<file path="config.mk">
export PLATFORM = sky130hd
export DESIGN_NAME = muxbus_seq
export DESIGN_NICKNAME = d
export VERILOG_FILES = /design/src/rtl/mbs_pkg.sv /design/src/rtl/mbs_cycle_fsm.sv /design/src/rtl/mbs_req_latch.sv /design/src/rtl/mbs_pin_drive.sv /design/src/rtl/muxbus_seq.sv
export SDC_FILE = /design/constraint.sdc
export NUM_CORES = 1
export LEC_CHECK = 0
export BUFFER_PORTS_ARGS = -buffer_cell sky130_fd_sc_hd__clkbuf_2
export CORE_MARGIN = 8
export CORE_UTILIZATION = 49
export CTS_BUF_LIST = sky130_fd_sc_hd__clkbuf_8 sky130_fd_sc_hd__clkbuf_16
export DETAILED_ROUTE_END_ITERATION = 6
export HOLD_SLACK_MARGIN = 0.05
export MAX_ROUTING_LAYER = met4
export PLACE_DENSITY_LB_ADDON = 0.08
export SYNTH_ARGS = -nofsm -noshare
export SYNTH_HDL_FRONTEND = slang
export SYNTH_SLANG_ARGS = --single-unit
</file>
<file path="constraint.sdc">
create_clock -name clk -period 1.6 [get_ports clk]
set_input_delay 0.32 -clock clk [delete_from_list [all_inputs] [get_ports clk]]
set_output_delay 0.32 -clock clk [all_outputs]
set_load 0.05 [all_outputs]
</file>
<file path="src/rtl/mbs_pkg.sv">
package mbs_pkg;

   typedef enum logic [2:0] {
      ST_IDLE, ST_T1, ST_T2, ST_TW, ST_T3, ST_HALT, ST_HOLD, ST_REBUS
   } bstate_e;

   localparam logic [2:0] K_FETCH = 3'd0;
   localparam logic [2:0] K_MRD   = 3'd1;
   localparam logic [2:0] K_MWR   = 3'd2;
   localparam logic [2:0] K_IORD  = 3'd3;
   localparam logic [2:0] K_IOWR  = 3'd4;
   localparam logic [2:0] K_HALT  = 3'd5;

   function automatic logic kind_is_write(input logic [2:0] k);
      return (k == K_MWR) || (k == K_IOWR);
   endfunction

   function automatic logic kind_is_io(input logic [2:0] k);
      return (k == K_IORD) || (k == K_IOWR);
   endfunction

   function automatic logic kind_is_halt(input logic [2:0] k);
      return k == K_HALT;
   endfunction

   // {S1,S0}: halt 00, write 01, read 10, fetch 11
   function automatic logic [1:0] kind_status(input logic [2:0] k);
      if (kind_is_halt(k))       return 2'b00;
      else if (kind_is_write(k)) return 2'b01;
      else if (k == K_FETCH)     return 2'b11;
      else                       return 2'b10;
   endfunction

endpackage

</file>
<file path="src/rtl/mbs_cycle_fsm.sv">
module mbs_cycle_fsm
   import mbs_pkg::*;
(
   input  logic       clk,
   input  logic       rst_n,
   input  logic       req_valid,
   input  logic       ready,
   input  logic       hold,
   input  logic [2:0] kind_q,
   output bstate_e    state,
   output logic       req_ready,
   output logic       load,
   output logic       capture
);

   bstate_e nxt;
   logic    boundary;

   // machine-cycle boundaries: where a new request or a hold may take effect
   assign boundary  = (state == ST_IDLE) || (state == ST_T3) || (state == ST_HALT);
   assign req_ready = boundary && !hold;
   assign load      = req_ready && req_valid;
   assign capture   = ((state == ST_T2) || (state == ST_TW)) && ready
                      && !kind_is_write(kind_q);

   always_comb begin
      nxt = state;
      case (state)
         ST_IDLE, ST_T3, ST_HALT: begin
            if (hold)              nxt = ST_HOLD;
            else if (req_valid)    nxt = ST_T1;
            else if (state == ST_T3) nxt = ST_IDLE;
         end
         ST_T1:    nxt = kind_is_halt(kind_q) ? ST_HALT : ST_T2;
         ST_T2,
         ST_TW:    nxt = ready ? ST_T3 : ST_TW;
         ST_HOLD:  nxt = hold ? ST_HOLD : ST_REBUS;
         ST_REBUS: nxt = kind_is_halt(kind_q) ? ST_HALT : ST_IDLE;
         default:  nxt = ST_IDLE;
      endcase
   end

   always_ff @(posedge clk) begin
      if (!rst_n) state <= ST_IDLE;
      else        state <= nxt;
   end

endmodule

</file>
<file path="src/rtl/mbs_req_latch.sv">
module mbs_req_latch
   import mbs_pkg::*;
#(
   parameter int ADDR_W = 16,
   parameter int DATA_W = 8
) (
   input  logic              clk,
   input  logic              rst_n,
   input  logic              load,
   input  logic [2:0]        kind_in,
   input  logic [ADDR_W-1:0] addr_in,
   input  logic [DATA_W-1:0] wdata_in,
   input  logic              capture,
   input  logic [DATA_W-1:0] ad_in,
   output logic [2:0]        kind_q,
   output logic [ADDR_W-1:0] addr_q,
   output logic [DATA_W-1:0] wdata_q,
   output logic [DATA_W-1:0] rdata_q
);

   always_ff @(posedge clk) begin
      if (!rst_n) begin
         kind_q  <= K_FETCH;
         addr_q  <= '0;
         wdata_q <= '0;
         rdata_q <= '0;
      end else begin
         if (load) begin
            kind_q  <= kind_in;
            addr_q  <= addr_in;
            wdata_q <= wdata_in;
         end
         if (capture) rdata_q <= ad_in;
      end
   end

endmodule

</file>
<file path="src/rtl/mbs_pin_drive.sv">
module mbs_pin_drive
   import mbs_pkg::*;
#(
   parameter int ADDR_W = 16,
   parameter int DATA_W = 8
) (
   input  bstate_e                  state,
   input  logic [2:0]               kind_q,
   input  logic [ADDR_W-1:0]        addr_q,
   input  logic [DATA_W-1:0]        wdata_q,
   output logic                     ale,
   output logic                     ad_oe,
   output logic [DATA_W-1:0]        ad_out,
   output logic [ADDR_W-DATA_W-1:0] hi_addr,
   output logic                     bus_oe,
   output logic                     rd_n,
   output logic                     wr_n,
   output logic                     io_m,
   output logic [1:0]               status,
   output logic                     hlda,
   output logic                     done
);

   logic addr_clk, data_clk, owns_bus, wr_k;

   always_comb begin
      addr_clk = (state == ST_T1);
      data_clk = (state == ST_T2) || (state == ST_TW) || (state == ST_T3);
      owns_bus = (state == ST_IDLE) || addr_clk || data_clk;
      wr_k     = kind_is_write(kind_q);

      ale     = addr_clk;
      bus_oe  = owns_bus;
      ad_oe   = addr_clk || (data_clk && wr_k);
      ad_out  = addr_clk ? addr_q[DATA_W-1:0] : wdata_q;
      hi_addr = addr_q[ADDR_W-1:DATA_W];
      rd_n    = !(data_clk && !wr_k);
      wr_n    = !(data_clk && wr_k);
      io_m    = kind_is_io(kind_q);
      status  = kind_status(kind_q);
      hlda    = (state == ST_HOLD);
      done    = (state == ST_T3);
   end

endmodule

</file>
<file path="src/rtl/muxbus_seq.sv">
module muxbus_seq
   import mbs_pkg::*;
#(
   parameter int ADDR_W = 16,
   parameter int DATA_W = 8
) (
   input  logic                     clk,
   input  logic                     rst_n,
   input  logic                     req_valid,
   input  logic [2:0]               req_kind,
   input  logic [ADDR_W-1:0]        req_addr,
   input  logic [DATA_W-1:0]        req_wdata,
   output logic                     req_ready,
   output logic                     done,
   output logic [DATA_W-1:0]        rdata,
   output logic [ADDR_W-DATA_W-1:0] hi_addr,
   output logic [DATA_W-1:0]        ad_out,
   input  logic [DATA_W-1:0]        ad_in,
   output logic                     ad_oe,
   output logic                     ale,
   output logic [1:0]               status,
   output logic                     rd_n,
   output logic                     wr_n,
   output logic                     io_m,
   output logic                     bus_oe,
   input  logic                     ready,
   input  logic                     hold,
   output logic                     hlda
);

   localparam int HI_W = ADDR_W - DATA_W;

   if (DATA_W < 1 || HI_W < 1) begin : g_bad_widths
      $error("muxbus_seq: ADDR_W must exceed DATA_W and DATA_W must be positive");
   end

   bstate_e           state;
   logic              load, capture;
   logic [2:0]        kind_q;
   logic [ADDR_W-1:0] addr_q;
   logic [DATA_W-1:0] wdata_q;

   mbs_cycle_fsm u_fsm (
      .clk       (clk),
      .rst_n     (rst_n),
      .req_valid (req_valid),
      .ready     (ready),
      .hold      (hold),
      .kind_q    (kind_q),
      .state     (state),
      .req_ready (req_ready),
      .load      (load),
      .capture   (capture)
   );

   mbs_req_latch #(.ADDR_W(ADDR_W), .DATA_W(DATA_W)) u_latch (
      .clk      (clk),
      .rst_n    (rst_n),
      .load     (load),
      .kind_in  (req_kind),
      .addr_in  (req_addr),
      .wdata_in (req_wdata),
      .capture  (capture),
      .ad_in    (ad_in),
      .kind_q   (kind_q),
      .addr_q   (addr_q),
      .wdata_q  (wdata_q),
      .rdata_q  (rdata)
   );

   mbs_pin_drive #(.ADDR_W(ADDR_W), .DATA_W(DATA_W)) u_pins (
      .state   (state),
      .kind_q  (kind_q),
      .addr_q  (addr_q),
      .wdata_q (wdata_q),
      .ale     (ale),
      .ad_oe   (ad_oe),
      .ad_out  (ad_out),
      .hi_addr (hi_addr),
      .bus_oe  (bus_oe),
      .rd_n    (rd_n),
      .wr_n    (wr_n),
      .io_m    (io_m),
      .status  (status),
      .hlda    (hlda),
      .done    (done)
   );

endmodule

</file>
Yosys cells after proc, flatten, opt, wreduce, memory -nomap -nowiden
Index checks and enable logic that the tools add are counted.
- bits in registers: 38
- bits in latches: 0
- memory bits (writable): 0
- bits in read-only memories: 0
- output and inout port bits: 35
- logic and storage cells: 52
- memories kept: 0
- add/subtract/negate cells: 0
- multipliers: 0
- divide/modulo/power cells: 0
- order comparisons: 0
- eq/ne operators: 12
- shift operators: 0
- multiplexer cells: 12
- bitwise gates (word level): 0
- reductions and logical operators: 23
- operators by type and width (operator ; number):
    3-bit equality test (second input constant) ; 6
    3-bit two-way mux ; 6
    3-bit case mux with 5 select lines ; 1
    3-bit by 2-bit equality test with 1-bit output (second input constant) ; 4
    1-bit logical OR ; 9
    8-bit two-way mux ; 1
    1-bit logical AND ; 6
    3-bit zero test ; 2
    1-bit zero test ; 4
    2-bit two-way mux ; 2
    4-bit inequality test (second input constant) ; 1
    3-bit by 1-bit equality test with 1-bit output (second input constant) ; 1
    3-bit OR reduction ; 1
    1-bit two-way mux ; 2
    2-bit OR reduction ; 1

Depth between registers and ports, before layout
Gate-level depths: netlist (run 1).
- depth in word-level cells: 5
- gate-level depth with buffers: 5

Modules after synthesis
A second synthesis (run 1) with hierarchy kept.
- cells, all modules: 182
- area total of the unflattened synthesis: 1931.9 um^2
- modules (own cells, without submodules) (module ; instances ; cells an instance ; area an instance (um^2) ; sequential area each (um^2)):
    mbs_req_latch ; 1 ; 112 ; 1340.0 ; 700.7
    mbs_pin_drive ; 1 ; 35 ; 307.8 ; 0.0
    mbs_cycle_fsm ; 1 ; 35 ; 284.0 ; 60.1

Least setup slack after synthesis (run 1)
Ideal clock, no wire load.
- kind: reg2out
- start: reg u_fsm.state[2]
- end: out ad_oe
- arrival: 2.318 ns
- slack: -1.038 ns
- stages on the path, launching flop included: 5
- buffers on the path: 1
- cell sequence: dfxtp_1 -> buf_2 -> nor3b_1 -> a21o_1 -> a21o_1
- RTL lines (element ; RTL line ; text):
    start: declaration ; mbs_cycle_fsm.sv:10 ; output bstate_e state,
    start signal: assignment ; mbs_cycle_fsm.sv:45 ; else state <= nxt;
    3-bit equality test ; n/a ;
    named net done ; muxbus_seq.sv:14 ; output logic done,
    1-bit logical OR ; mbs_pin_drive.sv:28 ; data_clk = (state == ST_T2) || (state == ST_TW) || (state == ST_T3);
    1-bit logical AND ; mbs_pin_drive.sv:34 ; ad_oe = addr_clk || (data_clk && wr_k);
    1-bit logical OR ; mbs_pin_drive.sv:34 ;
    end: declaration ; muxbus_seq.sv:19 ; output logic ad_oe,
The timed path passes the listed nets, and every way through them passes these cells.

Final worst setup path (run 1)
- start: reg u_fsm.state[2]
- end: out ad_out[7]
- longest elaborated chain between the ends: 2
- RTL lines (element ; RTL line ; text):
    3-bit by 1-bit equality test with 1-bit output ; mbs_pin_drive.sv:27 ; addr_clk = (state == ST_T1);
    8-bit two-way mux ; mbs_pin_drive.sv:35 ; ad_out = addr_clk ? addr_q[DATA_W-1:0] : wdata_q;
    end: declaration ; muxbus_seq.sv:17 ; output logic [DATA_W-1:0] ad_out,
No other way between the ends.

==> summary.md, run 1 <==
| Metric | Value |
|---|---|
| Status | finished with violations |
| Failing checks | negative setup slack |
| Synth cell count leaders | 38 x dfxtp_1, 31 x a21oi_1, 27 x nand4_1, 27 x o31ai_1, 20 x nand2_1 |
| Antenna Violating Nets Remaining | 0 |
| Int Pwr | between 1.5 and 2 mW |
| Pre-Repair DR Iteration Count | 4 |
| Max FO, Critical Path | 7 |
| Root Driver | clkbuf_8 |
| Worst-Margin Slew | 0.4547 ns |
| GPL Wtd Cong | 0.8053 |
| DR DRC count | 0 |
| Synth area leaders | dfxtp_1 38%, o31ai_1 10%, nand4_1 8.5% |
| Die Area | 6323 um2 |
| Layout cells sized above 1 | 47.62% |
| Mapped Area | 1977 um2 |
| GRT Overall Usage | 19.59% |
| Die Y | 79.52 um |
| EDFF count, synth | 0 |
| CTS tree | done |
| Antenna diodes | 0 |
| Main flop type after synthesis | dfxtp_1 |
| # rows | 23 |
| Antenna violations before repair | 0 |
| Drt via density | around 5.6 |
| Synthesized area per cell | 8.485 um2 |
| R2r startpoint | u_fsm.state[1] |
| Sw frac | 34.00% |
| NetSw | 1.009 mW |
| Mapped Nets | ~270 |
| Crit path from | u_fsm.state[2] |
| XOR/XNOR Fraction of Synth Area | 0.8861% |
| Post-synth ARST share | 0% |
| Unrepaired setup endpoints after global routing | yes |
| Worst setup SP type | register |
| Most numerous cell in the Yosys netlist | dfxtp_1 |
| Worst setup EP type | primary output |
| WL final | 6.146 mm |
| Congestion Overflow GR | 0 |
| Vias in the first global route | between 2k and 2.5k |
| Global-route wire length before repair | around 9.8 mm |
| Met3 Track Usage GR | 6.532% |
| Min Clock Period, post-route | 1.837 ns |
| Synth Instances | 233 |
| HPWL after detailed placement | 3.878 mm |
| Clk_lat worst skew | 0.30 ns |
| Clock group share of total power | between 20% and 30% |
| Flop pwr share | 35.4% |
| Chip Width | 79.52 um |
| Required @ worst endpoint | between 1 and 1.5 ns |
| Worst slew margin | a little over two thirds |
| Final worst setup slack | -0.2367 ns |
| R2R Setup Slk | 0.07 ns |
| Fin. max-slew vios | 0 |
| WP data arrival | approximately 1.5 ns |
| Largest net degree at the start of global routing | 30 |
| Adder-Cell Fraction of Synth Area | 0% |
| Count of different cell masters after synthesis | 38 |
| Synth Area in Compound Gates | 24.56% |
| Cell Area, Placed | 2545 um2 |
| Nets@finish | 355 |
| Clock sink count | 38 |
| Hold buffers post-CTS | 0 |
| Gr busiest metal | met2 |
| Post-synthesis sequential area ratio | between 30% and 40% |
| Leak Pwr | 1.277 nW |
| Max VDD drop | 0.5667 mV |
| Post-synth top area share | between 30 and 40% |
| H-tree levels | 2 |
| Setup violations, final | 16 |
| Final hold vios | 0 |
| R2R cell count | 7 |
| FMAX | 544.5 MHz |
| Clock transition at path regs | around 0.070 ns |
| Finished Cell Area | 3014 um2 |
| Detailed-route via count | 2061 |
| Max Cap Viol | 0 |
| Min-Delay Path Class | in2reg |
| Crit Path Class | reg2out |
| YS warnings | 0 |
| Wirelength per Cell | 16.84 um |
| Post-Route Utilization | 76.45% |
| Synth Area in Simple Gates | ~17% |
| Clock buffer depth | 2 |
| Pwr Density | 984.7 nW/um2 |
| Flops & latches, synth | 38 |
| Area leader, netlist | dfxtp_1 |
| Part of the cycle the worst path needs | 114.8% |
| DRT iter0 DRCs | 155 |
| Starting Density | between 50 and 60% |
| Grt met1 use | around 22% |
| Area of the core | 3943 um2 |
| Critical Path Sink | ad_out[7] |
| GR Util met2 | 32.11% |
| Cts bufs inserted | 5 |
| Largest family of logic cells by synthesized area | compound AO/OA/AOI/OAI gates |
| Multiplexer share of the synthesized area | 9.114% |
| Clock skew | 0.003455 ns |
| Worst r2r dst | u_latch.kind_q[0] |
| IO Port Bufs | 74 |
| Setup TNS Final | -2.523 ns |
| IO Pins | 75 |
| Area growth syn-to-layout | 52.47% |
| Comb pwr share | 36.2% |
| Fill count | 283 |
stage by stage:
stage,std cells,worst slack (ns),hold slack (ns),total power [mW]
final,365,-0.2367,0.2430,2.968
after global routing,365,-0.2789,0.2480,3.082
after CTS,360,-0.2332,0.2422,2.892
after detailed placement,349,-0.02024,0.4540,1.927
after global placement,349,-0.004908,0.4413,1.924
after floorplan,233,-0.3353,0.4478,1.677
worst min path at each step:
stage	from	to	slack, ns	cells after the start
detailed placement	u_latch.rdata_q[0]	u_latch.rdata_q[0]	0.45	2
global placement	u_latch.rdata_q[6]	u_latch.rdata_q[6]	0.44	2
global route	ad_in[3]	u_latch.rdata_q[3]	0.25	3
CTS	ad_in[7]	u_latch.rdata_q[7]	0.24	3
finish	ad_in[7]	u_latch.rdata_q[7]	0.24	3
floorplan	u_latch.wdata_q[0]	u_latch.wdata_q[0]	0.45	2
placed cells by master, fill, tap and decap left out, types with 2 or more instances in the layout:
master     netlist  layout
clkbuf_16        0       2
inv_1            4       2
nor2_4           1       2
buf_6            0       8
dfxtp_4          0       2
nand2b_4         0       2
nand4_1         27      27
dfxtp_1         38      32
o31ai_1         27      27
dfxtp_2          0       4
mux2_4           0       8
mux2i_1          9       8
inv_4            0       2
nand3_1          2       2
a21o_1           2       2
a21boi_0         2       2
a31oi_1          2       2
a21oi_1         31      30
nand2_1         20      18
clkbuf_8         0       8
buf_8            0      13
buf_4            8      25
clkbuf_2         1      56
buf_12           0       3
critical path, cell delays in order, from the launching register on:
cell and delay [ns]:
dfxtp_2 0.33, nand2b_4 0.14, nor2_4 0.14, buf_12 0.14, mux2_4 0.31, buf_8 0.15
registers in the layout, indices dropped and copies added, names as in the netlist:
signal / flops
u_latch.addr_q: 16
u_latch.kind_q: 3
u_latch.wdata_q: 8
u_latch.rdata_q: 8
u_fsm.state: 3
final cells by class:
type	instances	area [um2]	share of cell area, %
Timing Repair Buffer	109	890.9	29.56
Tap cell	50	62.56	2.076
Multi-Input combinational cell	156	1151	38.19
Inverter	5	23.77	0.7887
Clock buffer	6	82.58	2.740
Sequential cell	38	773.2	25.65
Clock inverter	1	30.03	0.9963
routing by layer:
layer  up-vias  share of wire (%)
li1       1016                  -
met1       969                 42
met2        68                 50
met3         8                7.1
met4         0                1.3
met5         -                  0
logic make-up after synthesis:
group                  count (synthesis)
AO/OA/AOI/OAI                         74
AND/OR/NAND/NOR                       63
buffers and inverters                 39
flip-flops                            38
multiplexers                          17
XOR/XNOR                               2
power by group through the flow:
stage                     registers [mW]  clock network (mW)  logic, mW
after floorplan                     1.09                   0      0.590
after global placement              1.06                   0      0.863
after detailed placement            1.06                   0      0.864
after CTS                           1.05               0.850      0.994
after global routing                1.06               0.889       1.14
final                               1.05               0.843       1.08
repair_timing:
item                       4_1_cts  5_1_grt
buffers inserted                 4        5
resized for setup               55       24
setup endpoints to repair       18       18
pin swaps                        3        6
(Power assumes the default switching activity.)
==> run 2: changes to the inputs <==
Settings changed: SETUP_SLACK_MARGIN set to 0.02.
==> run 2 against run 1 <==
The flow still finishes with violations (negative setup slack). Cell count decreased by 1.9%. Non-clock buffer count decreased by 8. Worst hold slack about the same.
==> summary.md, run 2 (same netlist as run 1, synthesis figures left out) <==
| Metric | Value |
|---|---|
| Status | finished with violations |
| Failing checks | negative setup slack |
| Leak Pwr | 1.232 nW (-3.5%) |
| Congestion Overflow GR | 0 (unchanged) |
| Finished Cell Area | 2952 um2 (-2.1%) |
| IO Pins | 75 (unchanged) |
| Final worst setup slack | -0.2343 ns (+0.002413 ns) |
| GRT Overall Usage | 19.41% (-0.18 points) |
| Fin. max-slew vios | 0 (unchanged) |
| Min-Delay Path Class | in2reg |
| Crit Path Class | reg2out |
| Clock transition at path regs | 0.09 ns (+0.02 ns) |
| Pre-Repair DR Iteration Count | 4 (unchanged) |
| Worst path cell trace | nand2b_4, nor2_4, buf_12, mux2_4, buf_8 |
| Unrepaired setup endpoints after global routing | yes |
| Area growth syn-to-layout | 49.30% |
| Required @ worst endpoint | 1.28 ns (about the same) |
| DR DRC count | 0 (unchanged) |
| Largest net degree at the start of global routing | 29 (-3.3%) |
| R2R Setup Slk | 0.16 ns (+0.09 ns) |
| WL final | 6.132 mm (-0.23%) |
| Worst slew margin | 67.13% (-2.5 points) |
| Max VDD drop | 0.5770 mV (+1.8%) |
| Crit path from | u_fsm.state[2] |
| Cell Area, Placed | 2566 um2 (+0.84%) |
| CP max-delay cell | dfxtp_1 |
| Commonest cells after routing, fill and taps aside | 55 x clkbuf_2, 34 x dfxtp_1, 30 x a21oi_1, 27 x nand4_1, 24 x o31ai_1 |
| GPL Wtd Cong | 0.8604 (+6.8%) |
| FMAX | 545.2 MHz (+0.13%) |
| Chip Width | 79.52 um (unchanged) |
| Largest registers | u_latch.addr_q: 16 flops, u_latch.rdata_q: 8 flops, u_latch.wdata_q: 8 flops |
| Setup violations, final | 15 (-1) |
| Top reg by flops | u_latch.addr_q |
| Critical Path Sink | ad_out[5] |
| Detailed-route via count | 2080 (+0.92%) |
| R2r startpoint | u_fsm.state[2] |
| Clk_lat worst skew | 0.30 ns (about the same) |
| Die Y | 79.52 um (unchanged) |
| Max reg flops | 16 (unchanged) |
| Layout cells sized above 1 | 46.10% (-1.5 points) |
| Nets@finish | 347 (-2.3%) |
| # rows | 23 (unchanged) |
| Area of the core | 3943 um2 (unchanged) |
| HPWL after detailed placement | 3.985 mm (+2.8%) |
| Antenna diodes | 0 (unchanged) |
| Die Area | 6323 um2 (unchanged) |
| CP max stage delay | 0.32 ns (about the same) |
| R2R cell count | 6 (-1) |
| Max Cap Viol | 0 (unchanged) |
| Worst r2r dst | u_latch.addr_q[7] |
| Cts bufs inserted | 5 (unchanged) |
| Min Clock Period, post-route | 1.834 ns (-0.002413 ns) |
| IO Port Bufs | 74 (unchanged) |
| Global-route wire length before repair | 9.735 mm (-0.99%) |
| Starting Density | 50.14% (unchanged) |
| Antenna violations before repair | 0 (unchanged) |
| Root Driver | clkbuf_8 |
| WP data arrival | 1.51 ns (about the same) |
| Worst-Margin Slew | 0.4923 ns (+0.03753 ns) |
| DRT iter0 DRCs | 281 (+81%) |
| Final hold vios | 0 (unchanged) |
| Antenna Violating Nets Remaining | 0 (unchanged) |
| Drt via density | 5.810 (+2.9%) |
| Worst setup EP type | primary output |
| Vias in the first global route | 1965 (-4.0%) |
| Part of the cycle the worst path needs | 114.6% (-0.15 points) |
| Max FO, Critical Path | 9 (+2) |
| Wirelength per Cell | 17.13 um (+1.7%) |
| Fill count | 290 (+2.5%) |
| CTS tree | done |
| Worst setup SP type | register |
| Pre-CTS setup slack | 0.002302 ns (+0.02254 ns) |
| Clock sink count | 38 (unchanged) |
| Commonest non-fill, non-tap cell in the layout | clkbuf_2 |
| Pwr Density | 1043 nW/um2 (+5.9%) |
| Clock skew | 0.01342 ns (+0.009967 ns) |
| Clock buffer depth | 2 (unchanged) |
| H-tree levels | 2 (unchanged) |
-- run 2: layer usage --
| layer | GRT usage [%] | share of wire [%] |
|---|---|---|
| met5 | - | 0 |
| met4 | 6.852 | 1.2 |
| met3 | 4.054 | 5.2 |
| met2 | 29.83 | 51 |
| met1 | 24.50 | 43 |
-- run 2: where the power goes --
group          switching (mW)  total [mW]  internal, mW  leakage, nW
clock network           0.365       0.990         0.625       0.0683
registers              0.0432        1.05          1.00        0.311
logic                   0.622        1.04         0.417        0.852
total                    1.03        3.08          2.05         1.23
-- run 2: through the flow --
| stage | std cells | hold slack, ns | setup TNS [ns] | utilization [%] | power [mW] |
|---|---|---|---|---|---|
| after global routing | 358 | 0.2449 | -3.507 | 74.87 | 3.190 |
| after CTS | 359 | 0.2473 | -2.873 | 73.79 | 3.037 |
| final | 358 | 0.2431 | -2.642 | 74.87 | 3.078 |
| after floorplan | 233 | 0.4478 | -2.056 | - | 1.691 |
| after detailed placement | 347 | 0.4520 | 0 | 65.09 | 1.969 |
| after global placement | 347 | 0.4411 | 0 | 65.09 | 1.963 |
-- run 2: timing repair --
action / in CTS / in global routing
resized for setup: 44 / 21
endpoints found under the hold margin: 0 / 0
setup buffers: 4 / 0
pin swaps: 1 / 4
hold buffers: 0 / 0
setup endpoints to repair: 17 / 28
-- run 2: worst min path at each step --
| stage | from | endpoint | slack, ns | cells after the start |
|---|---|---|---|---|
| 2_1_floorplan | u_latch.wdata_q[0] | u_latch.wdata_q[0] | 0.45 | 2 |
| 3_3_place_gp | u_latch.rdata_q[6] | u_latch.rdata_q[6] | 0.44 | 2 |
| 3_5_place_dp | u_latch.rdata_q[6] | u_latch.rdata_q[6] | 0.45 | 2 |
| 4_1_cts | req_addr[15] | u_latch.addr_q[15] | 0.25 | 3 |
| 5_1_grt | req_addr[3] | u_latch.addr_q[3] | 0.24 | 3 |
| 6_report | req_addr[4] | u_latch.addr_q[4] | 0.24 | 3 |
-- run 2: final cells by class --
| cell class | count | area [um2] | area share [%] |
|---|---|---|---|
| flip-flops and latches | 38 | 768.2 | 26.03 |
| clock buffers | 5 | 68.82 | 2.331 |
| inverters | 5 | 18.77 | 0.6359 |
| well taps | 50 | 62.56 | 2.120 |
| repair buffers | 101 | 793.3 | 26.88 |
| clock inverters | 3 | 68.82 | 2.331 |
| multi-input cells | 156 | 1171 | 39.68 |
-- run 2: critical path: cells and delay by family, from the launching register on --
kind | cells | cell delay, ns
flops | 1 | 0.32
mux | 1 | 0.31
buf+inv | 2 | 0.30
simple gates | 2 | 0.29
==> run 3: changes to the inputs <==
Settings changed: CELL_PAD_IN_SITES_DETAIL_PLACEMENT set to 2, CELL_PAD_IN_SITES_GLOBAL_PLACEMENT set to 2, CORE_UTILIZATION 49 to 27.
==> run 3 against run 2 <==
The flow still finishes with violations (negative setup slack). Clock skew down 0.0061 ns. Fmax down 0.86%. Cell count up 16%. Combinational power up 12%. Critical path depth unchanged. Routed wire length up 30%. Clock-buffer cell count up 1. Core utilization down 32 points. Die area up 63%. Via count up 4.1%. Global-route usage down 3.4 points.
==> summary.md, run 3 (same netlist as run 1, synthesis figures left out) <==
| Metric | Value |
|---|---|
| Status | finished with violations |
| Failing checks | negative setup slack |
| IO Port Bufs | 74 (unchanged) |
| H-tree levels | 2 (unchanged) |
| Worst slew margin | 64.76% (-2.4 points) |
| Top reg by flops | u_latch.addr_q |
| Pre-Repair DR Iteration Count | 4 (unchanged) |
| Worst setup SP type | register |
| Worst r2r dst | u_latch.kind_q[1] |
| Worst-Margin Slew | 0.5278 ns (+0.03549 ns) |
| Root Driver | clkbuf_8 |
| Hold Slack | 0.2512 ns (+0.008111 ns) |
| Crit path from | u_fsm.state[2] |
| Clk_lat worst skew | 0.29 ns (about the same) |
| Drt via density | 5.219 (-10%) |
| Antenna violations before repair | 0 (unchanged) |
| Cts bufs inserted | 5 (unchanged) |
| Antenna Violating Nets Remaining | 0 (unchanged) |
| Max VDD drop | 0.3626 mV (-37%) |
| Area growth syn-to-layout | 56.77% |
| Clock skew | 0.007309 ns (-0.006113 ns) |
| HPWL after detailed placement | 5.085 mm (+28%) |
| Max FO, Critical Path | 9 (unchanged) |
| WL final | 7.966 mm (+30%) |
| WP data arrival | 1.53 ns (+0.02 ns) |
| Area of the core | 7176 um2 (+82%) |
| Layout cells sized above 1 | 47.47% (+1.4 points) |
| DRT iter0 DRCs | 105 (-63%) |
| Critical path's top delay family | flip-flops |
| Unrepaired setup endpoints after global routing | yes |
| Pwr Density | 945.2 nW/um2 (-9.4%) |
| Buf/Inv on CP | 2 (unchanged) |
| Fin. max-slew vios | 0 (unchanged) |
| CTS tree | done |
| Detailed-route via count | 2166 (+4.1%) |
| GRT Overall Usage | 16.02% (-3.4 points) |
| Min Clock Period, post-route | 1.850 ns (+0.01598 ns) |
| Worst path cell trace | nand2b_4, nor2_4, buf_12, mux2_4, buf_8 |
| DR DRC count | 0 (unchanged) |
| Fill count | 780 (+170%) |
| Levels on crit path | 5 (unchanged) |
| Congestion Overflow GR | 0 (unchanged) |
| Critical Path Sink | ad_out[5] |
| R2R Setup Slk | 0.06 ns (-0.10 ns) |
| Final hold vios | 0 (unchanged) |
| CP max-delay cell | dfxtp_2 |
| Post-Route Utilization | 43.19% (-32 points) |
| Final worst setup slack | -0.2503 ns (-0.01598 ns) |
| Nets@finish | 355 (+2.3%) |
| Part of the cycle the worst path needs | 115.6% (+1.0 points) |
| Vias in the first global route | 2400 (+22%) |
| GPL Wtd Cong | 0.8218 (-4.5%) |
| Required @ worst endpoint | 1.28 ns (about the same) |
| Largest registers | u_latch.addr_q: 16 flops, u_latch.rdata_q: 8 flops, u_latch.wdata_q: 8 flops |
| FMAX | 540.5 MHz (-0.86%) |
| Commonest cells after routing, fill and taps aside | 55 x clkbuf_2, 33 x dfxtp_1, 30 x a21oi_1, 27 x nand4_1, 26 x o31ai_1 |
| Clock sink count | 38 (unchanged) |
| Wirelength per Cell | 19.20 um (+12%) |
| Min-Delay Path Class | in2reg |
| IO Pins | 75 (unchanged) |
| Commonest non-fill, non-tap cell in the layout | clkbuf_2 |
| # rows | 31 (+35%) |
| Largest net degree at the start of global routing | 29 (unchanged) |
| R2R cell count | 6 (unchanged) |
| Max Cap Viol | 0 (unchanged) |
| Crit Path Class | reg2out |
| Worst setup EP type | primary output |
| Chip Width | 101.6 um (+28%) |
| Max reg flops | 16 (unchanged) |
| R2r startpoint | u_fsm.state[0] |
| Leak Pwr | 1.275 nW (+3.5%) |
| Clock buffer depth | 2 (unchanged) |
| Antenna diodes | 0 (unchanged) |
| Clock transition at path regs | 0.09 ns (about the same) |
| Setup violations, final | 18 (+3) |
| Starting Density | 27.55% (-23 points) |
| CP max stage delay | 0.34 ns (+0.02 ns) |
| Global-route wire length before repair | 12.61 mm (+30%) |
| Die Area | 10320 um2 (+63%) |
| Die Y | 101.6 um (+28%) |
run 3: cell types whose count changed in the layout (fill, tap and decap cells not counted), moves of 2 or more:
cell | previous run | this run
o31ai_1 | 24 | 26
o31ai_2 | 3 | 1
dfxtp_4 | 1 | 3
buf_12 | 4 | 7
buf_6 | 3 | 9
bufinv_16 | 2 | 0
run 3: cell type report:
class	instances	area, um2	share of cell area, %
multi-input combinational	156	1161	37.46
timing repair buffer	109	923.4	29.79
sequential	38	774.5	24.99
tap	99	123.9	3.997
clock buffer	6	82.58	2.665
inverter	5	21.27	0.6863
clock inverter	2	12.51	0.4037
run 3: worst min path at each step:
stage,cells after the start,slack [ns],startpoint,endpoint
after global routing,3,0.24,req_wdata[1],u_latch.wdata_q[1]
after floorplan,2,0.45,u_latch.wdata_q[0],u_latch.wdata_q[0]
after detailed placement,2,0.45,u_latch.rdata_q[5],u_latch.rdata_q[5]
final,3,0.25,ad_in[7],u_latch.rdata_q[7]
after global placement,2,0.44,u_latch.rdata_q[4],u_latch.rdata_q[4]
after CTS,3,0.25,ad_in[7],u_latch.rdata_q[7]
run 3: power by group:
part	internal, mW	switching, mW	total (mW)	leakage [nW]
sequential	1.00	0.0419	1.05	0.312
clock	0.347	0.377	0.724	0.0472
combinational	0.487	0.672	1.16	0.915
run 3: timing repair:
item                                    in CTS  in global routing
setup buffers                                8                  4
hold buffers                                 0                  0
endpoints found under the setup margin      26                 25
gates resized for setup                     50                 25
pin swaps                                    1                  4
cloned                                       0                  0
run 3: worst min-delay path: stages:
cell and delay, ns:
clkbuf_2 0.08, nand2_1 0.04, mux2i_1 0.05
run 3: per-stage QoR:
step	power (mW)	std cells	cell area (um2)	setup slack, ns	setup TNS, ns
floorplan	1.691	233	2071	-0.1922	-2.056
global placement	2.028	397	2675	-0.004740	-0.004740
detailed placement	2.039	397	2675	-0.01056	-0.01904
CTS	2.902	413	3032	-0.2635	-2.915
global route	3.077	415	3099	-0.2961	-3.817
finish	2.929	415	3099	-0.2503	-3.073
run 3: per-layer routing:
metal | global-route usage [%] | wire length (um)
met5 | - | 0
met4 | 3.436 | 89
met3 | 3.505 | 305
met2 | 27.41 | 4160
met1 | 18.64 | 3411
